[src/rtl/sem_err_pkg.sv]
package sem_err_pkg;

    localparam int FID_W  = 8;
    localparam int SNUM_W = 5;
    localparam logic [11:0] ERR_OFS = 12'h500;
    localparam logic [11:0] CLR_OFS = 12'h504;

    typedef enum logic [2:0] {
        ERR_NONE      = 3'b000,
        ERR_REL_FREE  = 3'b001,
        ERR_REL_OTHER = 3'b010,
        ERR_ACQ_OWNED = 3'b011,
        ERR_ACQ_QUEUE = 3'b100
    } err_code_e;

    typedef struct packed {
        logic [FID_W-1:0]  fid;
        logic [SNUM_W-1:0] snum;
        err_code_e         code;
    } err_rec_t;

    // Ownership violation outranks the queued-request violation.
    function automatic err_code_e classify(input logic release_op,
                                           input logic is_free,
                                           input logic owner_hit,
                                           input logic pend_hit);
        err_code_e c;
        c = ERR_NONE;
        if (release_op) begin
            if (is_free)         c = ERR_REL_FREE;
            else if (!owner_hit) c = ERR_REL_OTHER;
        end else begin
            if (!is_free && owner_hit) c = ERR_ACQ_OWNED;
            else if (pend_hit)         c = ERR_ACQ_QUEUE;
        end
        return c;
    endfunction

endpackage

[src/rtl/sem_err_classify.sv]
module sem_err_classify
    import sem_err_pkg::*;
#(
    parameter int NUM_MASTERS = 3,
    parameter int MID_W       = 2
) (
    input  logic                   op_valid,
    input  logic                   op_release,
    input  logic [MID_W-1:0]       op_master,
    input  logic                   st_free,
    input  logic [MID_W-1:0]       st_owner,
    input  logic [NUM_MASTERS-1:0] st_pend,
    output err_code_e              code,
    output logic                   is_err,
    output logic                   op_allow
);

    logic pend_self;

    always_comb begin
        pend_self = 1'b0;
        for (int i = 0; i < NUM_MASTERS; i++) begin
            if (op_master == MID_W'(i)) pend_self = st_pend[i];
        end
    end

    always_comb begin
        code     = classify(op_release, st_free, st_owner == op_master, pend_self);
        is_err   = op_valid && (code != ERR_NONE);
        op_allow = op_valid && (code == ERR_NONE);
    end

endmodule

[src/rtl/sem_err_capture.sv]
module sem_err_capture
    import sem_err_pkg::*;
#(
    parameter int MID_W = 2,
    parameter int SEM_W = 5
) (
    input  logic             clk,
    input  logic             rst,
    input  logic             is_err,
    input  err_code_e        code,
    input  logic [MID_W-1:0] op_master,
    input  logic [SEM_W-1:0] op_sem,
    input  logic             clr,
    output err_rec_t         err_q,
    output logic             capture
);

    // A clear in the same cycle frees the slot for the new violation.
    assign capture = is_err && (clr || err_q.code == ERR_NONE);

    always_ff @(posedge clk) begin
        if (rst) begin
            err_q <= '0;
        end else if (capture) begin
            err_q.fid  <= FID_W'(op_master);
            err_q.snum <= SNUM_W'(op_sem);
            err_q.code <= code;
        end else if (clr) begin
            err_q <= '0;
        end
    end

endmodule

[src/rtl/sem_err_irq.sv]
module sem_err_irq #(
    parameter int NUM_MASTERS = 3,
    parameter int MID_W       = 2
) (
    input  logic                   clk,
    input  logic                   rst,
    input  logic                   capture,
    input  logic [MID_W-1:0]       op_master,
    input  logic                   rearm,
    output logic [NUM_MASTERS-1:0] err_irq
);

    for (genvar g = 0; g < NUM_MASTERS; g++) begin : g_line
        logic armed_q;
        logic fire;

        assign fire = capture && (op_master == MID_W'(g)) && (armed_q || rearm);

        always_ff @(posedge clk) begin
            if (rst) begin
                armed_q    <= 1'b1;
                err_irq[g] <= 1'b0;
            end else begin
                armed_q    <= (armed_q || rearm) && !fire;
                err_irq[g] <= fire;
            end
        end
    end

endmodule

[src/rtl/sem_err_unit.sv]
module sem_err_unit
    import sem_err_pkg::*;
#(
    parameter int NUM_MASTERS = 3,
    parameter int NUM_SEM     = 32,
    localparam int MID_W      = (NUM_MASTERS > 1) ? $clog2(NUM_MASTERS) : 1,
    localparam int SEM_W      = (NUM_SEM > 1) ? $clog2(NUM_SEM) : 1
) (
    input  logic                   clk,
    input  logic                   rst,
    input  logic                   op_valid,
    input  logic                   op_release,
    input  logic [MID_W-1:0]       op_master,
    input  logic [SEM_W-1:0]       op_sem,
    input  logic                   st_free,
    input  logic [MID_W-1:0]       st_owner,
    input  logic [NUM_MASTERS-1:0] st_pend,
    output logic                   op_allow,
    input  logic                   bus_rd,
    input  logic                   bus_wr,
    input  logic [11:0]            bus_addr,
    output logic [31:0]            bus_rdata,
    input  logic                   eoi_err_rearm,
    output logic [NUM_MASTERS-1:0] err_irq
);

    err_code_e code;
    logic      is_err;
    logic      capture;
    logic      clr;
    err_rec_t  err_q;

    assign clr = bus_wr && (bus_addr == CLR_OFS);

    sem_err_classify #(.NUM_MASTERS(NUM_MASTERS), .MID_W(MID_W)) u_cls (
        .op_valid  (op_valid),
        .op_release(op_release),
        .op_master (op_master),
        .st_free   (st_free),
        .st_owner  (st_owner),
        .st_pend   (st_pend),
        .code      (code),
        .is_err    (is_err),
        .op_allow  (op_allow)
    );

    sem_err_capture #(.MID_W(MID_W), .SEM_W(SEM_W)) u_cap (
        .clk      (clk),
        .rst      (rst),
        .is_err   (is_err),
        .code     (code),
        .op_master(op_master),
        .op_sem   (op_sem),
        .clr      (clr),
        .err_q    (err_q),
        .capture  (capture)
    );

    sem_err_irq #(.NUM_MASTERS(NUM_MASTERS), .MID_W(MID_W)) u_irq (
        .clk      (clk),
        .rst      (rst),
        .capture  (capture),
        .op_master(op_master),
        .rearm    (eoi_err_rearm),
        .err_irq  (err_irq)
    );

    assign bus_rdata = (bus_rd && bus_addr == ERR_OFS) ? {16'h0000, err_q} : 32'h0;

endmodule

[config.mk]
export PLATFORM = sky130hd
export DESIGN_NAME = sem_err_unit
export DESIGN_NICKNAME = d
export VERILOG_FILES = /design/src/rtl/sem_err_pkg.sv /design/src/rtl/sem_err_classify.sv /design/src/rtl/sem_err_capture.sv /design/src/rtl/sem_err_irq.sv /design/src/rtl/sem_err_unit.sv
export SDC_FILE = /design/constraint.sdc
export NUM_CORES = 1
export LEC_CHECK = 0
export ABC_AREA = 1
export BUFFER_PORTS_ARGS = -buffer_cell sky130_fd_sc_hd__buf_2
export CAP_MARGIN = 20
export CORE_MARGIN = 2
export CORE_UTILIZATION = 39
export DETAILED_ROUTE_END_ITERATION = 7
export PLACE_DENSITY_LB_ADDON = 0.2
export SLEW_MARGIN = 15
export SYNTH_ARGS = -nofsm -noshare
export SYNTH_HDL_FRONTEND = slang
export SYNTH_SLANG_ARGS = --single-unit
[constraint.sdc]
create_clock -name clk -period 1.4 [get_ports clk]
set_input_delay 0.21 -clock clk [delete_from_list [all_inputs] [get_ports clk]]
set_output_delay 0.21 -clock clk [all_outputs]
set_load 0.02 [all_outputs]
# ---- After elaboration in Yosys (flattened, before gate mapping)
# Cells that the tools add are included.
dict set report classes {
  n_mux 11
  reduce_logical 28
  n_eq_ne 5
}
# cell n
set ops {}
lappend ops {{two-way mux 10 bit} 3}
lappend ops {{equality test 12 x 11 -> 1 bit, second input constant} 2}
lappend ops {{logical AND 1 bit} 15}
lappend ops {{two-way mux 3 bit} 4}
lappend ops {{zero test 3 bit} 2}
lappend ops {{zero test 1 bit} 4}
lappend ops {{logical OR 1 bit} 4}
lappend ops {{two-way mux 1 bit} 3}
lappend ops {{nonzero test 3 bit} 1}
lappend ops {{equality test 2 x 1 -> 1 bit, second input constant} 1}
lappend ops {{equality test 2 bit} 1}
lappend ops {{equality test 2 bit, second input constant} 1}
lappend ops {{zero test 2 bit} 1}
lappend ops {{two-way mux 2 bit} 1}
lappend ops {{nonzero test 2 bit} 1}
dict set report totals {
  elab_cells 53
  out_inout_bits 36
  ff_bits 16
  in_bits 32
}

# ---- Logic depth before layout (Yosys ltp)
dict set report logic_depth {
  depth_word 14
  ltp_mapped 12
  ltp_nobuf 11
}

# ---- By module
# From an unflattened synthesis, not the netlist that was laid out.
dict set report hier_totals {
  hier_cells 183
  area_unflattened_um2 1228.7
}
# mod seq_area_each_um2 n_inst cells_per_inst area_per_inst_um2
set modules_own_cells {}
lappend modules_own_cells {sem_err_capture 200.2 1 55 467.9}
lappend modules_own_cells {sem_err_unit 0.0 1 68 364.1}
lappend modules_own_cells {sem_err_irq 120.1 1 28 216.5}
lappend modules_own_cells {sem_err_classify 0.0 1 32 180.2}

# ---- Least setup slack after synthesis
# No wires, ideal clock.
dict set report synth_timing {
  path_type {input to output}
  from {input bus_addr[1]}
  to {output bus_rdata[0]}
  required_ns 1.190
  slack_ns 0.001
  path_stages 4
  n_path_buf 0
  arrival_time_ns 1.189
  cell_sequence {or2_1 > nor3b_1 > nand3b_1 > nor2_1}
}
dict set report synth_via {
  elab_chain_cells 3
}
# item line
set synth_lines {}
lappend synth_lines {{start, declared} sem_err_unit.sv:21} ;# input logic [11:0] bus_addr,
lappend synth_lines {{equality test 12 x 11 -> 1 bit} sem_err_unit.sv:68} ;# assign bus_rdata = (bus_rd && bus_addr == ERR_OFS) ? {16'h0000, err_q} : 32'h0;
lappend synth_lines {{logical AND 1 bit} sem_err_unit.sv:68}
lappend synth_lines {{two-way mux 10 bit} sem_err_unit.sv:68}
lappend synth_lines {{end, declared} sem_err_unit.sv:22} ;# output logic [31:0] bus_rdata,
# No other way between the ends.

# ---- Worst setup path in the final report
dict set report layout_timing {
  from {input bus_addr[1]}
  to {output bus_rdata[8]}
}
# The elaborated chain is that of the path after synthesis.

==> results_dict.tcl <==
set metrics [dict create \
    cts.clk_slew.worst_paths_ns 0.09 \
    crit_type "in2out" \
    grt_pass1_vias 1011 \
    power_density_nw_per_um2 736 \
    critPathLaunchType "input port" \
    fillCellCount 268 \
    core.rowCount 19 \
    dpl_worst_slack_ns -0.154 \
    wl_mm 2.58 \
    finalCriticalPeriod_ns 1.47 \
    cts_max_level 1 \
    cts_made_buffers 3 \
    finalCritPeriodShare_pct 105 \
    avgViaCountPerCell 4.59 \
    cpLargestDelayFamily "simple AND/OR/NAND/NOR gates" \
    critPathMaxStageDelay_ns 0.24 \
    avgSynthCellArea_um2 7.28 \
    place_hpwl_mm 2.04 \
    crit_chain "buf_2, or2_1, nor3b_2, nand3b_1, buf_6, nor2_4, buf_6" \
    globalRouteTotalUtil_pct 15.6 \
    rsz0062_at_grt "yes" \
    fin_skew_ns 0.00216 \
    violations "design-rule violations, negative setup slack" \
    diodes 0 \
    layout.nets 251 \
    clk_latency_ns 0.29 \
    detail-route-antenna-nets 0 \
    ios 68 \
    ir_drop_mv 0.351 \
    vias 1142 \
    clkSinkCount 16 \
    place_area_um2 1380 \
    drv_cap 0 \
    finalInstanceArea_um2 1610 \
    cts_tree "yes" \
    fp.dieH_um 58.7 \
    max_freq_mhz 679 \
    slew_headroom_pct 64.9 \
    drt_iter0_drc 36 \
    post-place-cells 241 \
    grt_pass1_wl_mm 4.08 \
    root_buffer "clkbuf_4" \
    ys_ff_latch 16 \
    hold_viol_final 0 \
    worst_slew_pin_slew_ns 0.526 \
    core_um2 2810 \
    ctsHoldBuffers 0 \
    hp-class "in2reg" \
    antenna_found_initial 0 \
    yosysWarningCount 0 \
    drive_above_1_share_pct 47.7 \
    port-buffer-count 45 \
    first_pass_iters 6 \
    yosysUniqueCellTypes 28 \
    gr-total-overflow 0 \
    path_buf_inv 3 \
    areaGrowthSynthToFinish_pct 38.3 \
    ys_seq_area_share_pct 27.5 \
    arrival_ns 1.26 \
    dieArea_um2 3440 \
    power.total_mw 1.19 \
    crit_fanout 6 \
    p_leak_nw 0.737 \
    setup_violations 10 \
    layout_setup_ws_ns -0.0731 \
    fin_cells 249 \
    cp-end-kind "primary output" \
    start_util_pct 41.5 \
    die_w_um 58.7 \
    drc 7 \
    cp.required_ns 1.19 \
    status "complete, but fails checks" \
    place.gp.congestion 0.745 \
    cts_buffer_depth 2 \
    netlist_area_um2 1160 \
    crit_slowest_cell "or2_1" \
    grt_max_degree 15 \
    cp_common_cell "buf_6" \
    routedWlPerCell_um 10.4 \
    synthCells 160 \
    drv_slew 0 \
]
==> tightest hold or removal path, cell delays in order <==
cell and delay, ns:
buf_2 0.09, nand3_1 0.07, a21oi_1 0.06
==> repair_timing <==
action | CTS | global route
endpoints found under the setup margin | 11 | 12
resized for setup | 31 | 15
buffers inserted | 2 | 2
endpoints found under the hold margin | 0 | 0
pin swaps | 3 | 3
==> logic make-up (layout without fill, tap and decap cells) <==
family	after synthesis	in the layout	share of synthesized area [%]
and+or+nand+nor	78	78	37.2
buffers and inverters	49	86	24.7
DFF	16	16	27.5
AOI/OAI and AO/OA	15	15	9.56
other	1	22	0.322
xor gates and xnor gates	1	1	0.752
==> layer usage <==
| layer | vias to the layer above | track usage, % | wire length (µm) |
|---|---|---|---|
| met2 | 43 | 29.7 | 1390 |
| met5 | - | 0 | 0 |
| met4 | 0 | 8.77 | 23 |
| met3 | 3 | 1.54 | 182 |
| met1 | 514 | 16.6 | 987 |
| li1 | 582 | - | - |
==> state kept, by name, indices dropped and copies added (netlist names) <==
| signal | count |
|---|---|
| u_irq.g_line.armed_q | 3 |
| u_irq.err_irq | 3 |
| u_cap.err_q | 10 |
==> stage by stage <==
stage	TNS (ns)	hold WS, ns	util [%]
after floorplan	0	0.346	-
after global placement	-0.973	0.446	49.2
after detailed placement	-2.47	0.468	49.2
after CTS	-0.544	0.173	54.8
after global routing	-1.70	0.186	57.4
final	-0.483	0.175	57.4
==> cells in the final DEF, fill, tap and decap left out, types with 2 or more instances in the layout <==
cell type / n
a21oi_1: 4
a21oi_2: 6
buf_2: 33
buf_4: 17
buf_6: 9
clkbuf_4: 3
conb_1: 22
dfxtp_1: 16
inv_1: 21
nand2_1: 15
nand2_2: 3
nand3_1: 17
nand3_2: 9
nand4_1: 3
nor2_1: 10
nor2_2: 5
nor2_4: 6
nor3_2: 3
o21ai_0: 2
==> synth_stat cells <==
cell / number / area [µm²]
o21ai_0: 2 / 10.0
conb_1: 1 / 3.75
buf_2: 1 / 5.00
nor2_1: 21 / 78.8
nand2b_1: 1 / 6.26
nand4_1: 3 / 18.8
nand3_2: 8 / 80.1
nand2_1: 16 / 60.1
dfxtp_1: 16 / 320
or2_1: 1 / 6.26
nor3_1: 1 / 5.00
buf_4: 23 / 173
nand3b_1: 1 / 7.51
nand3_4: 1 / 17.5
clkbuf_1: 1 / 3.75
a21oi_2: 6 / 52.6
a21oi_1: 4 / 20.0
nor3_2: 2 / 20.0
xnor2_1: 1 / 8.76
inv_1: 22 / 82.6
nand3_1: 18 / 90.1
nor3b_1: 1 / 7.51
nand2_2: 2 / 12.5
inv_2: 1 / 3.75
buf_12: 1 / 20.0
o22ai_1: 2 / 12.5
a21oi_4: 1 / 16.3
nand2_4: 2 / 22.5
==> power by group <==
group | internal [mW] | switching (mW)
Sequential | 0.482 | 0.0142
Combinational | 0.147 | 0.230
Clock | 0.159 | 0.154
Total | 0.788 | 0.398
==> layout make-up <==
class                   instances  area (µm²)  area share (%)
clock buffers                   4        36.3            2.25
inverters                      23        88.8            5.51
repair buffers                 59         394            24.5
flip-flops and latches         16         320            19.9
well taps                      31        38.8            2.41
multi-input cells             116         733            45.5
==> worst paths after layout <==
| path | from | slack [ns] | endpoint | depth (start not counted) |
|---|---|---|---|---|
| hold / removal | op_sem[3] | 0.17 | u_cap.err_q[6]$_SDFFE_PP0P_ | 3 |
| setup reg to reg | u_cap.err_q[0]$_SDFFE_PP0P_ | 0.09 | u_irq.g_line[0].armed_q$_SDFF_PP1_ | 7 |
| hold reg to reg | u_cap.err_q[2]$_SDFFE_PP0P_ | 0.48 | u_cap.err_q[2]$_SDFFE_PP0P_ | 2 |
| setup / recovery | bus_addr[1] | -0.07 | bus_rdata[8] | 7 |
Power figures use the tool's default switching activity.
